[src/rtl/dir_pkg.sv]
// Shared types for the home directory controller.
// Assumes: message kind codes are decoded by the agents' cache controllers.
package dir_pkg;

    typedef enum logic [1:0] {
        MSG_NONE       = 2'd0,
        MSG_INVAL      = 2'd1,
        MSG_RECALL_SH  = 2'd2,
        MSG_RECALL_INV = 2'd3
    } msg_kind_e;

    typedef enum logic [1:0] {
        ST_IDLE,
        ST_LOOKUP,
        ST_COLLECT,
        ST_RESPOND
    } ctl_state_e;

endpackage

[src/rtl/dir_entry_store.sv]
// Directory entry array: one sharer mask and one owner flag per block.
// Assumes: one read port (combinational) and one write port, reset clears all.
module dir_entry_store #(
    parameter int N_AGENTS = 4,
    parameter int N_BLOCKS = 8,
    localparam int ADDR_W  = $clog2(N_BLOCKS)
) (
    input  logic                clk,
    input  logic                rst_n,
    input  logic [ADDR_W-1:0]   rd_addr,
    output logic [N_AGENTS-1:0] rd_sharers,
    output logic                rd_owned,
    input  logic                wr_en,
    input  logic [ADDR_W-1:0]   wr_addr,
    input  logic [N_AGENTS-1:0] wr_sharers,
    input  logic                wr_owned
);

    logic [N_AGENTS-1:0] sharers_q [N_BLOCKS];
    logic [N_BLOCKS-1:0] owned_q;

    // Entry update: clear on reset, overwrite on write strobe.
    always_ff @(posedge clk) begin
        if (!rst_n) begin
            for (int b = 0; b < N_BLOCKS; b++) begin
                sharers_q[b] <= '0;
            end
            owned_q <= '0;
        end else if (wr_en) begin
            sharers_q[wr_addr] <= wr_sharers;
            owned_q[wr_addr]   <= wr_owned;
        end
    end

    // Read port.
    always_comb begin
        rd_sharers = sharers_q[rd_addr];
        rd_owned   = owned_q[rd_addr];
    end

    AST_OWNED_SINGLE: assert property (@(posedge clk) disable iff (!rst_n)
        wr_en && wr_owned |-> $countones(wr_sharers) == 1);

endmodule

[src/rtl/dir_data_mem.sv]
// Behavioural block memory at the home node.
// Assumes: block b is reset to the value b; one read and one write port.
module dir_data_mem #(
    parameter int N_BLOCKS = 8,
    parameter int DATA_W   = 16,
    localparam int ADDR_W  = $clog2(N_BLOCKS)
) (
    input  logic              clk,
    input  logic              rst_n,
    input  logic [ADDR_W-1:0] rd_addr,
    output logic [DATA_W-1:0] rd_data,
    input  logic              wr_en,
    input  logic [ADDR_W-1:0] wr_addr,
    input  logic [DATA_W-1:0] wr_data
);

    logic [DATA_W-1:0] mem_q [N_BLOCKS];

    // Storage: index pattern on reset, write on strobe.
    always_ff @(posedge clk) begin
        if (!rst_n) begin
            for (int b = 0; b < N_BLOCKS; b++) begin
                mem_q[b] <= DATA_W'(b);
            end
        end else if (wr_en) begin
            mem_q[wr_addr] <= wr_data;
        end
    end

    // Read port.
    always_comb rd_data = mem_q[rd_addr];

endmodule

[src/rtl/dir_agent_port.sv]
// Per-agent message/reply tracker: raises the message, then waits for one reply.
// Assumes: start arrives only when this port is free; reply accepted after message.
module dir_agent_port (
    input  logic clk,
    input  logic rst_n,
    input  logic start,
    input  logic target,
    output logic msg_valid,
    input  logic msg_ready,
    input  logic ack_valid,
    output logic ack_ready,
    output logic ack_fire,
    output logic busy
);

    logic msg_pend;
    logic ack_pend;

    // Pending flags: armed on start, cleared by each handshake.
    always_ff @(posedge clk) begin
        if (!rst_n) begin
            msg_pend <= 1'b0;
            ack_pend <= 1'b0;
        end else if (start && target) begin
            msg_pend <= 1'b1;
            ack_pend <= 1'b1;
        end else begin
            if (msg_pend && msg_ready) msg_pend <= 1'b0;
            if (ack_fire)              ack_pend <= 1'b0;
        end
    end

    // Handshake outputs.
    always_comb begin
        msg_valid = msg_pend;
        ack_ready = ack_pend && !msg_pend;
        ack_fire  = ack_ready && ack_valid;
        busy      = msg_pend || ack_pend;
    end

    AST_START_WHEN_FREE: assert property (@(posedge clk) disable iff (!rst_n)
        start |-> !busy);

endmodule

[src/rtl/dir_home_ctrl.sv]
// Home-node full-map directory controller.
// Looks up the entry of a missed block, sends recall/invalidate messages to
// the recorded agents only, gathers their replies, updates memory and answers.
// Assumes: one transaction at a time; no replacement write-backs; no races.
module dir_home_ctrl
    import dir_pkg::*;
#(
    parameter int N_AGENTS = 4,
    parameter int N_BLOCKS = 8,
    parameter int DATA_W   = 16,
    localparam int AID_W   = $clog2(N_AGENTS),
    localparam int ADDR_W  = $clog2(N_BLOCKS)
) (
    input  logic                       clk,
    input  logic                       rst_n,
    input  logic                       req_valid,
    output logic                       req_ready,
    input  logic [AID_W-1:0]           req_agent,
    input  logic [ADDR_W-1:0]          req_addr,
    input  logic                       req_write,
    output logic [N_AGENTS-1:0]        msg_valid,
    input  logic [N_AGENTS-1:0]        msg_ready,
    output logic [1:0]                 msg_kind,
    output logic [ADDR_W-1:0]          msg_addr,
    input  logic [N_AGENTS-1:0]        ack_valid,
    output logic [N_AGENTS-1:0]        ack_ready,
    input  logic [N_AGENTS*DATA_W-1:0] ack_data,
    output logic                       rsp_valid,
    input  logic                       rsp_ready,
    output logic [AID_W-1:0]           rsp_agent,
    output logic [DATA_W-1:0]          rsp_data
);

    ctl_state_e          state;
    logic [AID_W-1:0]    cur_agent;
    logic [ADDR_W-1:0]   cur_addr;
    logic                cur_write;
    msg_kind_e           cur_kind;
    logic [DATA_W-1:0]   rsp_q;

    logic [N_AGENTS-1:0] req_mask;
    logic [N_AGENTS-1:0] ent_sharers;
    logic                ent_owned;
    logic [DATA_W-1:0]   mem_rdata;
    logic [N_AGENTS-1:0] tgt_calc;
    msg_kind_e           kind_calc;
    logic                need_msg;
    logic                start;
    logic [N_AGENTS-1:0] ack_fire;
    logic [N_AGENTS-1:0] busy;
    logic [DATA_W-1:0]   recall_data;
    logic                mem_we;
    logic                ent_we;
    logic [N_AGENTS-1:0] ent_wr_sharers;

    // Lookup decode: targets exclude the requester; kind follows miss type and owner flag.
    always_comb begin
        req_mask  = N_AGENTS'(1) << cur_agent;
        tgt_calc  = ent_sharers & ~req_mask;
        need_msg  = (|tgt_calc) && (cur_write || ent_owned);
        if (!cur_write)     kind_calc = MSG_RECALL_SH;
        else if (ent_owned) kind_calc = MSG_RECALL_INV;
        else                kind_calc = MSG_INVAL;
        start     = (state == ST_LOOKUP) && need_msg;
    end

    // Reply data select: data of whichever agent's reply is accepted this cycle.
    always_comb begin
        recall_data = '0;
        for (int k = 0; k < N_AGENTS; k++) begin
            if (ack_fire[k]) recall_data = ack_data[k*DATA_W +: DATA_W];
        end
    end

    // Memory and entry write strobes.
    always_comb begin
        mem_we         = (state == ST_COLLECT) && (cur_kind != MSG_INVAL) && (|ack_fire);
        ent_we         = (state == ST_RESPOND) && rsp_ready;
        ent_wr_sharers = cur_write ? req_mask : (ent_sharers | req_mask);
    end

    // Transaction sequencer.
    always_ff @(posedge clk) begin
        if (!rst_n) begin
            state     <= ST_IDLE;
            cur_agent <= '0;
            cur_addr  <= '0;
            cur_write <= 1'b0;
            cur_kind  <= MSG_NONE;
            rsp_q     <= '0;
        end else begin
            case (state)
                ST_IDLE: begin
                    if (req_valid) begin
                        cur_agent <= req_agent;
                        cur_addr  <= req_addr;
                        cur_write <= req_write;
                        state     <= ST_LOOKUP;
                    end
                end
                ST_LOOKUP: begin
                    cur_kind <= kind_calc;
                    if (need_msg) begin
                        state <= ST_COLLECT;
                    end else begin
                        rsp_q <= mem_rdata;
                        state <= ST_RESPOND;
                    end
                end
                ST_COLLECT: begin
                    if (mem_we) rsp_q <= recall_data;
                    if (busy == '0) begin
                        if (cur_kind == MSG_INVAL) rsp_q <= mem_rdata;
                        state <= ST_RESPOND;
                    end
                end
                ST_RESPOND: begin
                    if (rsp_ready) state <= ST_IDLE;
                end
                default: state <= ST_IDLE;
            endcase
        end
    end

    dir_entry_store #(
        .N_AGENTS (N_AGENTS),
        .N_BLOCKS (N_BLOCKS)
    ) u_entries (
        .clk        (clk),
        .rst_n      (rst_n),
        .rd_addr    (cur_addr),
        .rd_sharers (ent_sharers),
        .rd_owned   (ent_owned),
        .wr_en      (ent_we),
        .wr_addr    (cur_addr),
        .wr_sharers (ent_wr_sharers),
        .wr_owned   (cur_write)
    );

    dir_data_mem #(
        .N_BLOCKS (N_BLOCKS),
        .DATA_W   (DATA_W)
    ) u_mem (
        .clk     (clk),
        .rst_n   (rst_n),
        .rd_addr (cur_addr),
        .rd_data (mem_rdata),
        .wr_en   (mem_we),
        .wr_addr (cur_addr),
        .wr_data (recall_data)
    );

    for (genvar k = 0; k < N_AGENTS; k++) begin : g_port
        dir_agent_port u_port (
            .clk       (clk),
            .rst_n     (rst_n),
            .start     (start),
            .target    (tgt_calc[k]),
            .msg_valid (msg_valid[k]),
            .msg_ready (msg_ready[k]),
            .ack_valid (ack_valid[k]),
            .ack_ready (ack_ready[k]),
            .ack_fire  (ack_fire[k]),
            .busy      (busy[k])
        );
    end

    // Port outputs.
    always_comb begin
        req_ready = (state == ST_IDLE);
        rsp_valid = (state == ST_RESPOND);
        rsp_agent = cur_agent;
        rsp_data  = rsp_q;
        msg_kind  = cur_kind;
        msg_addr  = cur_addr;
    end

    AST_RSP_AFTER_ACKS: assert property (@(posedge clk) disable iff (!rst_n)
        rsp_valid |-> busy == '0);
    AST_NO_SELF_MSG: assert property (@(posedge clk) disable iff (!rst_n)
        (msg_valid & req_mask) == '0);
    AST_RSP_HOLD: assert property (@(posedge clk) disable iff (!rst_n)
        rsp_valid && !rsp_ready |=> rsp_valid && $stable(rsp_data));
    AST_IDLE_QUIET: assert property (@(posedge clk) disable iff (!rst_n)
        req_ready |-> !rsp_valid && msg_valid == '0);

endmodule

[config.mk]
export PLATFORM = sky130hd
export DESIGN_NAME = dir_home_ctrl
export DESIGN_NICKNAME = d
export VERILOG_FILES = /design/src/rtl/dir_pkg.sv /design/src/rtl/dir_entry_store.sv /design/src/rtl/dir_data_mem.sv /design/src/rtl/dir_agent_port.sv /design/src/rtl/dir_home_ctrl.sv
export SDC_FILE = /design/constraint.sdc
export NUM_CORES = 1
export LEC_CHECK = 0
export CORE_ASPECT_RATIO = 1.4
export CORE_MARGIN = 8
export CORE_UTILIZATION = 30
export DETAILED_ROUTE_END_ITERATION = 12
export PLACE_DENSITY = 0.59
export SLEW_MARGIN = 40
export SYNTH_ARGS = -nofsm -noshare
export SYNTH_HDL_FRONTEND = slang
export SYNTH_SLANG_ARGS = --single-unit
[constraint.sdc]
create_clock -name clk -period 3.62 [get_ports clk]
set_input_delay 1.086 -clock clk [delete_from_list [all_inputs] [get_ports clk]]
set_output_delay 1.086 -clock clk [all_outputs]
set_load 0.02 [all_outputs]
==> impl_results.md <==
* Data arrival, critical path at 2.06 ns
* Synthesis Warnings at 0
* Global-route wire length before repair at 43940 um
* Setup Total Neg Slack at 0 ns
* Met1 capacity usage during global routing at about 17%
* Final worst path period share at 86.97%
* WL final at 29010 um
* Synth area leaders: sky130_fd_sc_hd__edfxtp_1 49%, sky130_fd_sc_hd__dfxtp_1 9.3%, sky130_fd_sc_hd__mux4_2 8.1%, sky130_fd_sc_hd__nor2_1 7.0%, sky130_fd_sc_hd__mux2i_1 3.3%
* Width of the chip at around 170 um
* Primary FF master, synth: sky130_fd_sc_hd__edfxtp_1
* Root Buffer: sky130_fd_sc_hd__clkbuf_16
* GR met2 Demand/Resource at 27.93%
* Post-synth design cell area at 0.009707 mm^2
* Number of buffers inserted by port buffering at 114
* Internal power contribution at 4.787 mW
* Initial Utilization at 30.23%
* Total CTS buffers at 22
* Synth async-reset ratio at 0%
* Startpoint kind of the worst setup timing path: register
* Filler Cells Inserted at 3078
* Number of global-route vias before repair at ~7.2k
* Fin Clk Skew at 0.01268 ns
* Layer with the highest usage after global routing: met2
* Layout net count at 994
* Main combinational cell family by area after synthesis: simple AND/OR/NAND/NOR gates
* Final global-route overflow total at 0
* Worst Setup End Kind: primary output
* Kind of critical path: reg -> out
* Number of synthesized flops with an enable pin at 160
* Final HPWL DP at a little over 20000 um
* Floorplan Core Area at between 0.03 and 0.04 mm^2
* Share of layout cells above drive strength 1 at between 10% and 20%
* Total number of H-tree levels at 1
* Standard-cell row count at approximately 80
* Highest clock rate at 0.3176 GHz
* Die height at 228.8 um
* Maximum resistive drop on vdd at between 0.3 and 0.4 mV
* Area share of the largest cell type after synthesis at 49.50%
* Total number of clock tree sinks at 205
* Clock latency on the worst-skew pair at 0.51 ns
* Sequential area share after synthesis at 58.78%
* Final worst path period need at roughly 3.1 ns
* Post-synthesis register bit count at between 200 and 250
* Xor/xnor share of the synthesized area at 0%
* Worst relative slew slack at 47.90%
* Total of hold buffers inserted after clock tree synthesis at 0
* Instance count of the mapped netlist at approximately 770
* Num ports at 115
* Multiplexer area fraction after synthesis at 11.77%
* Post-synth top area cell: sky130_fd_sc_hd__edfxtp_1
* Initial antenna violation count at 1
* Via/cell ratio at between 5 and 6
* Placer Congestion at 0.8381
* Path type of the worst min-delay path: reg -> reg
* Outcome: finished, final reports clean
* Buffers from clock root to sink, at most at 3
* Final count of negative-setup-slack endpoints at 0
* Final hold viol count at 0
* Number of antenna-violating nets in the routed design at 0
* Leakage dissipation at 3.969 nW
* Most frequent cells after synthesis: 181 x sky130_fd_sc_hd__nor2_1, 160 x sky130_fd_sc_hd__edfxtp_1, 53 x sky130_fd_sc_hd__nand2_1
* Synthesized area divided by synthesized cell count at 12.62 um^2
* Max-slew violation count at 0
* RSZ-0062 raised after global routing: false
* Part of the power in registers at 43.0%
* Share of the synthesized area in compound gates (AO/OA/AOI/OAI) at 11.83%
* Net switching power at 2.052 mW
* Most repeated cell in the gate-level netlist after synthesis: sky130_fd_sc_hd__nor2_1
* Number of DRC violations after detailed-routing iteration 0 at 588
* Sw Ratio at about 30%
* Pre-Repair DR Iteration Count at 6
* Syn-to-layout area delta at 25.06%
* Total power divided by cell area at between 500 and 600 mW/mm^2
* Simple-Gate Fraction of Synth Area at 13.21%
* Final hold slack at 0.4788 ns
* Setup repair bufs after CTS at 0
* Max-capacitance violation count at 0
* Die area at between 0.03 and 0.04 mm^2
* Clock-pin slew of the registers on the worst-case setup and hold paths at 0.06 ns
* Total via count after detailed routing at 6849
* Required @ worst endpoint at roughly 2.5 ns
* Synthesized net count at 855
* Largest fanout of any net on the critical path at 11
* Dpl cells at 1284
* Fraction of power consumed by the clock network at between 30% and 40%
* Global-route usage over all layers at roughly 15%
* Clock tree from TritonCTS: yes
* Worst-path cell with the longest stage delay: sky130_fd_sc_hd__clkdlybuf4s50_1
* Relative contribution of combinational cells to total power at 25.0%
* Synth Area in Adders at less than 1%
* Delay of the slowest cell on the worst path at 0.70 ns
* Least-Margin Pin Slew at between 0.7 and 0.8 ns
* Final standard cell count with taps included and fillers excluded at 1325
* Ordered cell list for the critical path: inv_1 -> ha_1 -> clkdlybuf4s50_1
* Average wire per standard cell at 21.90 um
* Met3 GRT Util at 2.057%
* Largest net degree at the start of global routing at 25
* DRC Markers at 0
* Unique masters post-synth at 53
* Post-cts gate resize count at 0
==> cell usage in the layout (no fill, tap or decap), types with 4 or more instances in the layout <==
master,n
sky130_fd_sc_hd__o21ai_0,21
sky130_fd_sc_hd__edfxtp_1,160
sky130_fd_sc_hd__o2bb2ai_2,10
sky130_fd_sc_hd__nand2b_1,8
sky130_fd_sc_hd__clkdlybuf4s50_1,114
sky130_fd_sc_hd__a21oi_1,18
sky130_fd_sc_hd__clkbuf_16,23
sky130_fd_sc_hd__nor2b_1,8
sky130_fd_sc_hd__a221o_1,17
sky130_fd_sc_hd__a2bb2oi_2,9
sky130_fd_sc_hd__o22ai_1,10
sky130_fd_sc_hd__mux2i_1,31
sky130_fd_sc_hd__o2bb2ai_1,6
sky130_fd_sc_hd__a2bb2oi_1,7
sky130_fd_sc_hd__clkbuf_1,10
sky130_fd_sc_hd__a221oi_1,16
sky130_fd_sc_hd__dfxtp_1,42
sky130_fd_sc_hd__nand3_1,21
sky130_fd_sc_hd__nor2_1,181
sky130_fd_sc_hd__mux4_2,35
sky130_fd_sc_hd__and3b_1,4
sky130_fd_sc_hd__ha_1,4
sky130_fd_sc_hd__inv_1,14
sky130_fd_sc_hd__buf_4,55
sky130_fd_sc_hd__nand2_1,53
==> layer usage <==
layer	vias up	routed length [um]
met1	3416	10940
met4	0	688
met3	47	1649
li1	3159	-
met2	227	15730
met5	-	0
==> logic make-up after synthesis <==
family	Yosys count
compound gates	128
buf+inv	68
flops	205
mux	70
fa+ha+maj	4
simple gates	294
==> registers in the layout, indices dropped and copies added (netlist names), named ones only <==
signal	flops
msg_kind	2
state	2
u_mem.mem_q	128
g_port.u_port.ack_pend	4
g_port.u_port.msg_valid	4
u_entries.owned_q	8
u_entries.sharers_q	32
rsp_agent	2
rsp_data	16
cur_write	1
msg_addr	3
==> final timing paths <==
kind                                       endpoint  depth (start not counted)                         startpoint  slack [ns]
hold reg to reg   u_entries.owned_q[7]$_SDFFE_PN0P_                          2  u_entries.owned_q[7]$_SDFFE_PN0P_        0.48
setup reg to reg          rsp_data[11]$_SDFFE_PN0P_                          7                           register        0.71
setup / recovery                          req_ready                          3              state[0]$_SDFFE_PN0P_        0.47
hold / removal    u_entries.owned_q[7]$_SDFFE_PN0P_                          2  u_entries.owned_q[7]$_SDFFE_PN0P_        0.48
==> per-stage QoR <==
step           total power [mW]  setup slack, ns  area [um^2]  utilization, %
3_3_place_gp              4.712           0.1586        11440           35.64
6_report                  6.839           0.4716        12140           37.81
5_1_grt                   7.096           0.3633        12140           37.81
3_5_place_dp              4.733           0.1772        11440           35.64
4_1_cts                   6.898           0.4371        12140           37.80
2_1_floorplan             4.020           0.5138         9707               -
==> cell type report <==
type                    count  area (um^2)  share of cell area, %
repair buffers            169         1554                  12.80
well taps                 400        500.5                  4.123
clock inverters             4        45.04                 0.3711
inverters                  14        52.55                 0.4329
multi-input cells         496         3627                  29.88
clock buffers              36        648.1                  5.339
flip-flops and latches    205         5709                  47.03
diodes                      1        2.502                0.02061
==> worst max-delay path, delay by kind of cell (launching register included) <==
family,cells,cell delay [ns]
buffers and inverters,2,0.80
flip-flops,1,0.34
adder cells (fa/ha/maj),1,0.42
==> power groups by stage <==
stage               logic, mW  registers [mW]  clock network (mW)
global route             1.84            2.98                2.28
global placement         1.72            2.99                   0
finish                   1.71            2.94                2.18
floorplan                1.04            2.98                   0
detailed placement       1.73            3.00                   0
CTS                      1.74            2.95                2.21
Power figures use the tool's default switching activity.
